File: config.mk
export PLATFORM = sky130hd
export DESIGN_NAME = spi_frame_timer
export DESIGN_NICKNAME = d
export VERILOG_FILES = /design/src/rtl/spi_tim_pkg.sv /design/src/rtl/spi_attr_decode.sv /design/src/rtl/spi_down_counter.sv /design/src/rtl/spi_frame_timer.sv
export SDC_FILE = /design/constraint.sdc
export NUM_CORES = 1
export LEC_CHECK = 0
export CORE_UTILIZATION = 57
export DETAILED_ROUTE_END_ITERATION = 10
export GPL_TIMING_DRIVEN = 0
export HOLD_SLACK_MARGIN = 0.05
export MAX_ROUTING_LAYER = met4
export PLACE_DENSITY = 0.81
export SLEW_MARGIN = 30
export SYNTH_ARGS = -nofsm -noshare
export SYNTH_HDL_FRONTEND = slang
export SYNTH_SLANG_ARGS = --single-unit
File: constraint.sdc
create_clock -name clk -period 6.45 [get_ports clk]
set_clock_uncertainty 0.2 [all_clocks]
set_input_delay 1.29 -clock clk [delete_from_list [all_inputs] [get_ports clk]]
set_output_delay 1.29 -clock clk [all_outputs]
set_load 0.01 [all_outputs]
File: src/rtl/spi_tim_pkg.sv
// Package for the SPI frame timing generator.
// Holds the attribute field layout, the decoded timing type, the FSM state
// type and the arithmetic that turns prescaler and scaler codes into cycle counts.
// Assumes that every count fits in CNT_W bits (the largest is 7 * 2^16).
package spi_tim_pkg;

    localparam int ATTR_W = 31;
    localparam int CNT_W  = 20;
    localparam int FSZ_W  = 4;
    localparam int PH_W   = FSZ_W + 1;

    typedef enum logic [2:0] {
        ST_IDLE,
        ST_LEAD,
        ST_XFER,
        ST_LAG,
        ST_GAP
    } tim_state_e;

    typedef struct packed {
        logic [CNT_W-1:0] lead;
        logic [CNT_W-1:0] lag;
        logic [CNT_W-1:0] gap;
        logic [CNT_W-1:0] half;
        logic [FSZ_W-1:0] fsz;
        logic             cpol;
        logic             cpha;
        logic             lsb;
    } tim_cfg_t;

    // Delay: odd prescaler (2p+1) times a power of two 2^(s+1).
    function automatic logic [CNT_W-1:0] delay_cycles(input logic [1:0] pre,
                                                      input logic [3:0] sc);
        logic [CNT_W-1:0] base;
        base = CNT_W'({pre, 1'b1});
        return base << ({1'b0, sc} + 5'd1);
    endfunction

    // Full SCK period: prescaler {2,3,5,7} times scaler {2,4,6,8,16..32768}.
    function automatic logic [CNT_W-1:0] baud_cycles(input logic [1:0] pre,
                                                     input logic [3:0] sc);
        logic [CNT_W-1:0] p;
        logic [CNT_W-1:0] s;
        case (pre)
            2'd0:    p = CNT_W'(2);
            2'd1:    p = CNT_W'(3);
            2'd2:    p = CNT_W'(5);
            default: p = CNT_W'(7);
        endcase
        if (sc < 4'd4) s = CNT_W'({sc, 1'b0}) + CNT_W'(2);
        else           s = CNT_W'(1) << sc;
        return CNT_W'(p * s);
    endfunction

endpackage

File: src/rtl/spi_attr_decode.sv
// Attribute decoder: splits the attribute word into its fields and converts
// the rate and delay codes into cycle counts.
// Assumes the rate product is always even (each scaler is even), so the
// SCK high and low levels have the same length, half the period.
module spi_attr_decode
    import spi_tim_pkg::*;
(
    input  logic [ATTR_W-1:0] attr,
    output tim_cfg_t          cfg
);

    logic [CNT_W-1:0] period;

    // Field extraction and count arithmetic.
    always_comb begin
        period       = baud_cycles(attr[17:16], attr[3:0]);
        cfg.fsz      = attr[30:27];
        cfg.cpol     = attr[26];
        cfg.cpha     = attr[25];
        cfg.lsb      = attr[24];
        cfg.lead     = delay_cycles(attr[23:22], attr[15:12]);
        cfg.lag      = delay_cycles(attr[21:20], attr[11:8]);
        cfg.gap      = delay_cycles(attr[19:18], attr[7:4]);
        cfg.half     = period >> 1;
    end

endmodule

File: src/rtl/spi_down_counter.sv
// Loadable down counter that times every interval of the frame.
// Loading N-1 gives an interval of N cycles, ending when zero is seen.
// Assumes the loader never asks for a zero-length interval.
module spi_down_counter #(
    parameter int W = 20
) (
    input  logic         clk,
    input  logic         rst_n,
    input  logic         load,
    input  logic [W-1:0] load_val,
    output logic         zero
);

    logic [W-1:0] cnt_q;

    // Count register: load wins, otherwise step down and stop at zero.
    always_ff @(posedge clk) begin
        if (!rst_n)                cnt_q <= '0;
        else if (load)             cnt_q <= load_val;
        else if (cnt_q != '0)      cnt_q <= cnt_q - 1'b1;
    end

    // Zero flag that ends the current interval.
    always_comb zero = (cnt_q == '0);

    // an interval shortens by exactly one each cycle when not reloaded.
    a_r2_count_steps: assert property (@(posedge clk) disable iff (!rst_n)
        (!load && !zero) |=> (cnt_q == $past(cnt_q) - 1'b1));

endmodule

File: src/rtl/spi_frame_timer.sv
// SPI frame timing generator (top).
// Accepts a start with an attribute word. It then asserts chip select and
// runs the lead, the SCK toggling, the lag and, when chip select is
// released, the recovery gap. Shift and sample strobes and a bit index go
// out for a neighbouring shift register.
// Assumes the frame-size field gives 4..16 bits and the attribute word is
// only read in the cycle a frame is accepted. One start is held while busy.
module spi_frame_timer
    import spi_tim_pkg::*;
(
    input  logic              clk,
    input  logic              rst_n,
    input  logic              start_i,
    input  logic [ATTR_W-1:0] attr_i,
    input  logic              keep_cs_i,
    output logic              sck_o,
    output logic              shift_o,
    output logic              sample_o,
    output logic [FSZ_W-1:0]  bit_idx_o,
    output logic              cs_assert_o,
    output logic              cs_negate_o,
    output logic              done_o
);

    tim_state_e        state_q;
    logic [ATTR_W-1:0] cur_attr_q;
    logic              cur_keep_q;
    logic              pend_q;
    logic [ATTR_W-1:0] pend_attr_q;
    logic              pend_keep_q;
    logic              cs_on_q;
    logic [PH_W-1:0]   ph_q;

    logic              take;
    logic [ATTR_W-1:0] in_attr;
    logic              in_keep;
    logic [ATTR_W-1:0] sel_attr;
    tim_cfg_t          cfg;
    logic              zero;
    logic              ld;
    logic [CNT_W-1:0]  ld_val;
    logic              last_edge;
    logic              lead_edge;
    logic [FSZ_W-1:0]  next_ord;
    logic [FSZ_W-1:0]  next_idx;
    logic [FSZ_W-1:0]  first_idx;

    // Source of the next frame: the held request first, otherwise the ports.
    always_comb begin
        in_attr  = pend_q ? pend_attr_q : attr_i;
        in_keep  = pend_q ? pend_keep_q : keep_cs_i;
        take     = (state_q == ST_IDLE) && (pend_q || start_i);
        sel_attr = (state_q == ST_IDLE) ? in_attr : cur_attr_q;
    end

    spi_attr_decode u_dec (
        .attr (sel_attr),
        .cfg  (cfg)
    );

    // Edge bookkeeping: which edge comes next and which bit it belongs to.
    always_comb begin
        last_edge = (ph_q == {cfg.fsz, 1'b1});
        lead_edge = ~ph_q[0];
        next_ord  = FSZ_W'((ph_q + 1'b1) >> 1);
        next_idx  = cfg.lsb ? next_ord : (cfg.fsz - next_ord);
        first_idx = cfg.lsb ? '0 : cfg.fsz;
    end

    // Interval loader: picks the length of the interval that begins next.
    always_comb begin
        ld     = 1'b0;
        ld_val = '0;
        case (state_q)
            ST_IDLE: if (take) begin
                ld     = 1'b1;
                ld_val = cfg.lead - CNT_W'(1);
            end
            ST_LEAD: if (zero) begin
                ld     = 1'b1;
                ld_val = cfg.half - CNT_W'(1);
            end
            ST_XFER: if (zero) begin
                ld     = 1'b1;
                ld_val = last_edge ? (cfg.lag - CNT_W'(1)) : (cfg.half - CNT_W'(1));
            end
            ST_LAG: if (zero && !cur_keep_q) begin
                ld     = 1'b1;
                ld_val = cfg.gap - CNT_W'(1);
            end
            default: begin
                ld     = 1'b0;
                ld_val = '0;
            end
        endcase
    end

    spi_down_counter #(.W(CNT_W)) u_cnt (
        .clk      (clk),
        .rst_n    (rst_n),
        .load     (ld),
        .load_val (ld_val),
        .zero     (zero)
    );

    // Held-start register: captures one request that arrives while busy.
    always_ff @(posedge clk) begin
        if (!rst_n) begin
            pend_q      <= 1'b0;
            pend_attr_q <= '0;
            pend_keep_q <= 1'b0;
        end else if (take && pend_q) begin
            pend_q <= start_i;
            if (start_i) begin
                pend_attr_q <= attr_i;
                pend_keep_q <= keep_cs_i;
            end
        end else if (!take && start_i && !pend_q) begin
            pend_q      <= 1'b1;
            pend_attr_q <= attr_i;
            pend_keep_q <= keep_cs_i;
        end
    end

    // Frame sequencer: state, phase, SCK level, bit index and pulses.
    always_ff @(posedge clk) begin
        if (!rst_n) begin
            state_q     <= ST_IDLE;
            cur_attr_q  <= '0;
            cur_keep_q  <= 1'b0;
            cs_on_q     <= 1'b0;
            ph_q        <= '0;
            sck_o       <= 1'b0;
            shift_o     <= 1'b0;
            sample_o    <= 1'b0;
            bit_idx_o   <= '0;
            cs_assert_o <= 1'b0;
            cs_negate_o <= 1'b0;
            done_o      <= 1'b0;
        end else begin
            shift_o     <= 1'b0;
            sample_o    <= 1'b0;
            cs_assert_o <= 1'b0;
            cs_negate_o <= 1'b0;
            done_o      <= 1'b0;
            case (state_q)
                ST_IDLE: if (take) begin
                    state_q     <= ST_LEAD;
                    cur_attr_q  <= in_attr;
                    cur_keep_q  <= in_keep;
                    cs_assert_o <= !cs_on_q;
                    cs_on_q     <= 1'b1;
                    sck_o       <= cfg.cpol;
                    bit_idx_o   <= first_idx;
                    ph_q        <= '0;
                end
                ST_LEAD: if (zero) begin
                    state_q <= ST_XFER;
                    ph_q    <= '0;
                end
                ST_XFER: if (zero) begin
                    if (cfg.cpha) begin
                        shift_o  <= lead_edge;
                        sample_o <= !lead_edge;
                    end else begin
                        sample_o <= lead_edge;
                        shift_o  <= !lead_edge && !last_edge;
                    end
                    if (last_edge) begin
                        state_q <= ST_LAG;
                        sck_o   <= cfg.cpol;
                    end else begin
                        ph_q      <= ph_q + 1'b1;
                        sck_o     <= ~sck_o;
                        bit_idx_o <= next_idx;
                    end
                end
                ST_LAG: if (zero) begin
                    done_o <= 1'b1;
                    if (cur_keep_q) begin
                        state_q <= ST_IDLE;
                    end else begin
                        cs_negate_o <= 1'b1;
                        cs_on_q     <= 1'b0;
                        state_q     <= ST_GAP;
                    end
                end
                ST_GAP: if (zero) begin
                    state_q <= ST_IDLE;
                end
                default: state_q <= ST_IDLE;
            endcase
        end
    end

    // the two data strobes never coincide.
    a_r5_strobe_exclusive: assert property (@(posedge clk) disable iff (!rst_n)
        !(shift_o && sample_o));

    // each strobe sits on an SCK change.
    a_r5_strobe_on_edge: assert property (@(posedge clk) disable iff (!rst_n)
        (shift_o || sample_o) |-> !$stable(sck_o));

    // SCK rests at the idle level during the lag and the gap.
    a_r4_idle_level: assert property (@(posedge clk) disable iff (!rst_n)
        (state_q == ST_LAG || state_q == ST_GAP) |-> (sck_o == cfg.cpol));

    // a release request only comes with frame end.
    a_r8_negate_with_done: assert property (@(posedge clk) disable iff (!rst_n)
        cs_negate_o |-> done_o);

    // a kept frame returns straight to idle, with no gap.
    a_r9_keep_no_gap: assert property (@(posedge clk) disable iff (!rst_n)
        (done_o && !cs_negate_o) |-> (state_q == ST_IDLE));

    // a start seen while busy is held.
    a_r10_hold_start: assert property (@(posedge clk) disable iff (!rst_n)
        (start_i && state_q != ST_IDLE && !pend_q) |=> pend_q);

    // assert request only at the start of a lead.
    a_r9_assert_in_lead: assert property (@(posedge clk) disable iff (!rst_n)
        cs_assert_o |-> (state_q == ST_LEAD));

endmodule

==> impl_results.md <==
* Post-DP Area at 11660 µm²
* Min cycle time layout at approximately 6.2 ns
* Most common cell after layout, fill and taps aside: nor2_1
* Final hold viol count at 0
* Worst path setup slack after routing at about 0.24 ns
* Layout cell share with drive strength beyond 1 at under 10%
* Routed WL at around 38000 µm
* Delay-heaviest family, CP: compound AO/OA/AOI/OAI gates
* Total GRT Usage at around two fifths
* Main area contributors after synthesis: dfxtp_1 (19%), nor2_1 (6.8%), mux2i_1 (6.7%)
* CP arrival at between 6 and 7 ns
* Smallest hold slack at around 0.28 ns
* Clk root buf: clkbuf_16
* Critical Path Fanout Max at 9
* DIE HEIGHT at approximately 140 µm
* Synth Flop Type: dfxtp_1
* Synth Warn # at 0
* Drc violations at 0
* Design Area, Final at approximately 12000 µm²
* Average size of a mapped cell at between 7 and 8 µm²
* F_max at around 160 MHz
* Area leader, netlist: dfxtp_1
* CP dominant cell by count: a211o_1
* Pre-CTS setup slack at -1.485 ns
* Worst-Skew Late Latency at around 0.36 ns
* Maximum VDD drop at 0.1537 mV
* Pre-antenna DRT Iters at 6
* Grt total ovfl at 0
* CP max-delay cell: fa_1
* Worst slew margin at 38.72%
* Seq/Total Area, Yosys at around a fifth
* CP peak stage delay at around 0.50 ns
* WS Path Type: in -> reg
* Final Non-Filler Cells at around 1800
* CTS Buf Count at 9
* Antenna-violating nets left at 0
* Core Util, Final at between 60% and 70%
* # diodes at 0
* PwrDens at 268.2 nW/µm²
* Bufs and invs on worst path at 3
* Mapped Area at between 10000 and 15000 µm²
* HPWL after DPL at between 20000 and 30000 µm
* H-tree depth at 3
* Least-Margin Pin Slew at between 0.9 and 1 ns
* Initial antenna violation count at 0
* Post-Syn Instances at around 1500
* Worst-path clk slew at 0.08 ns
* Worst path cell trace: clkdlybuf4s50_1, mux2i_2, a21o_1, nor2_1, nor3_2, nand2_1, fa_1, inv_1, ha_1, clkbuf_1, a211o_1, a211o_1, a2111o_1, and3_1, nand3b_1, nor3b_2, nor3b_1, nor3_1, o31a_1
* Chip Width at approximately 140 µm
* Post-synth top area share at 19.04%
* Initial Utilization at about three fifths
* Flops & latches, synth at between 100 and 150
* GP Congestion at about 1
* Drt first-iter violations at between 1000 and 1500
* Routed vias at 12043
* Leakage at 4.847 nW
* RSZ-0062 raised after global routing: false
* Clock Sinks at 104
* Vias in the first global route at roughly 11000
* Number of port buffers at 43
* Max clock buf depth at 2
* Setup-failing EPs final at 0
* Worst min path class: reg -> reg
* # rows at 50
* Via density at slightly below 7
* Yosys cell types at 95
* Largest net degree at the start of global routing at 20
* Die Area at a little under 20000 µm²
* NumNets Final at approximately 1600
* Power Total at between 3 and 4 mW
* CTS tree: built
* P&R area growth vs syn at 11.22%
* Status: finished clean
* Post-synth EDFFs at 0
* Setup TNS at 0 ns
* MaxCap Viol Count at 0
* Core area at about 19000 µm²
* Slew Viols, Final at 0
* Worst EP required at between 6 and 7 ns
* Ports at 45
* Final worst-path cycle share at a little over nine tenths
* Startpoint Class: input port
* First-pass GRT wire length at roughly 60000 µm
* Asr flop ratio synth at 0%
* Placed cells at about 1800
* WL/cell at 21.54 µm
* Worst setup EP type: flop
* Commonest non-fill, non-tap cells in the layout: nor2_1 (198), nand2_1 (146), dfxtp_1 (103)
## layer usage
layer,vias to the layer above,GRT usage (%),wire (µm)
li1,5573,-,-
met1,5731,48.34,15610
met2,614,64.82,17790
met3,125,6.291,3037
met4,0,20.02,1840
met5,-,-,0
## worst min-delay path, delay by kind of cell, from the launching register on
| family | cells | cell delay [ns] |
|---|---|---|
| flip-flops | 1 | 0.33 |
| AND/OR/NAND/NOR | 1 | 0.06 |
| AO/OA/AOI/OAI | 1 | 0.06 |
## synthesized netlist by cell type, drive strengths merged (14+ instances only)
library cell / instances
or3: 14
mux2i: 73
a211oi: 48
and3: 23
nor4: 15
clkbuf: 55
inv: 57
a31oi: 25
buf: 35
xor2: 31
nor2: 198
o21ai: 76
nor3: 53
dfxtp: 104
a21o: 17
nand2b: 14
a21oi: 88
xnor2: 44
nand2: 146
fa: 16
ha: 39
o211ai: 22
nand3: 41
## state kept, by name (all words and copies together), names as in the netlist
name / flops
cs_negate_o: 1
cur_attr_q: 31
pend_q: 1
cs_on_q: 1
pend_keep_q: 1
shift_o: 1
cur_keep_q: 1
u_cnt.cnt_q: 20
sample_o: 1
state_q: 3
pend_attr_q: 31
ph_q: 5
sck_o: 1
done_o: 1
cs_assert_o: 1
bit_idx_o: 4
## repair_timing
action,in CTS,in global routing
hold buffers,0,0
pin swaps,1,11
gates cloned,0,0
setup buffers,0,5
setup endpoints to repair,16,11
resized for setup,36,25
## worst paths after layout
check,from,endpoint,slack [ns],cells after the start
hold / removal,cs_on_q,cs_on_q,0.28,2
setup reg to reg,state_q[2],u_cnt.cnt_q[17],0.33,22
setup / recovery,attr_i[17],u_cnt.cnt_q[17],0.24,19
hold reg to reg,cs_on_q,cs_on_q,0.28,2
## power by group
part / leakage (nW) / internal (mW) / total, mW / switching [mW]
Clock: 0.142 / 0.273 / 0.563 / 0.290
Combinational: 3.85 / 0.697 / 1.91 / 1.21
Sequential: 0.855 / 0.719 / 0.791 / 0.0720
Total: 4.85 / 1.69 / 3.26 / 1.57
## cell families after synthesis
kind of cell	synth area share, %
xor+xnor	6.006
simple gates	25.64
mux	7.917
compound gates	28.38
flops	19.04
buf+inv	5.594
other cells	0.03429
fa+ha+maj	7.391
## layout make-up
class / count / area [µm²]
clock inverter: 6 / 62.56
clock buffer: 10 / 229.0
inverter: 58 / 220.2
tap: 234 / 292.8
fill: 1675 / 6604
timing repair buffer: 48 / 467.9
multi-input combinational: 1237 / 8424
buffer: 80 / 384.1
sequential: 104 / 2083
No activity file was read; power rests on OpenSTA's default activity.
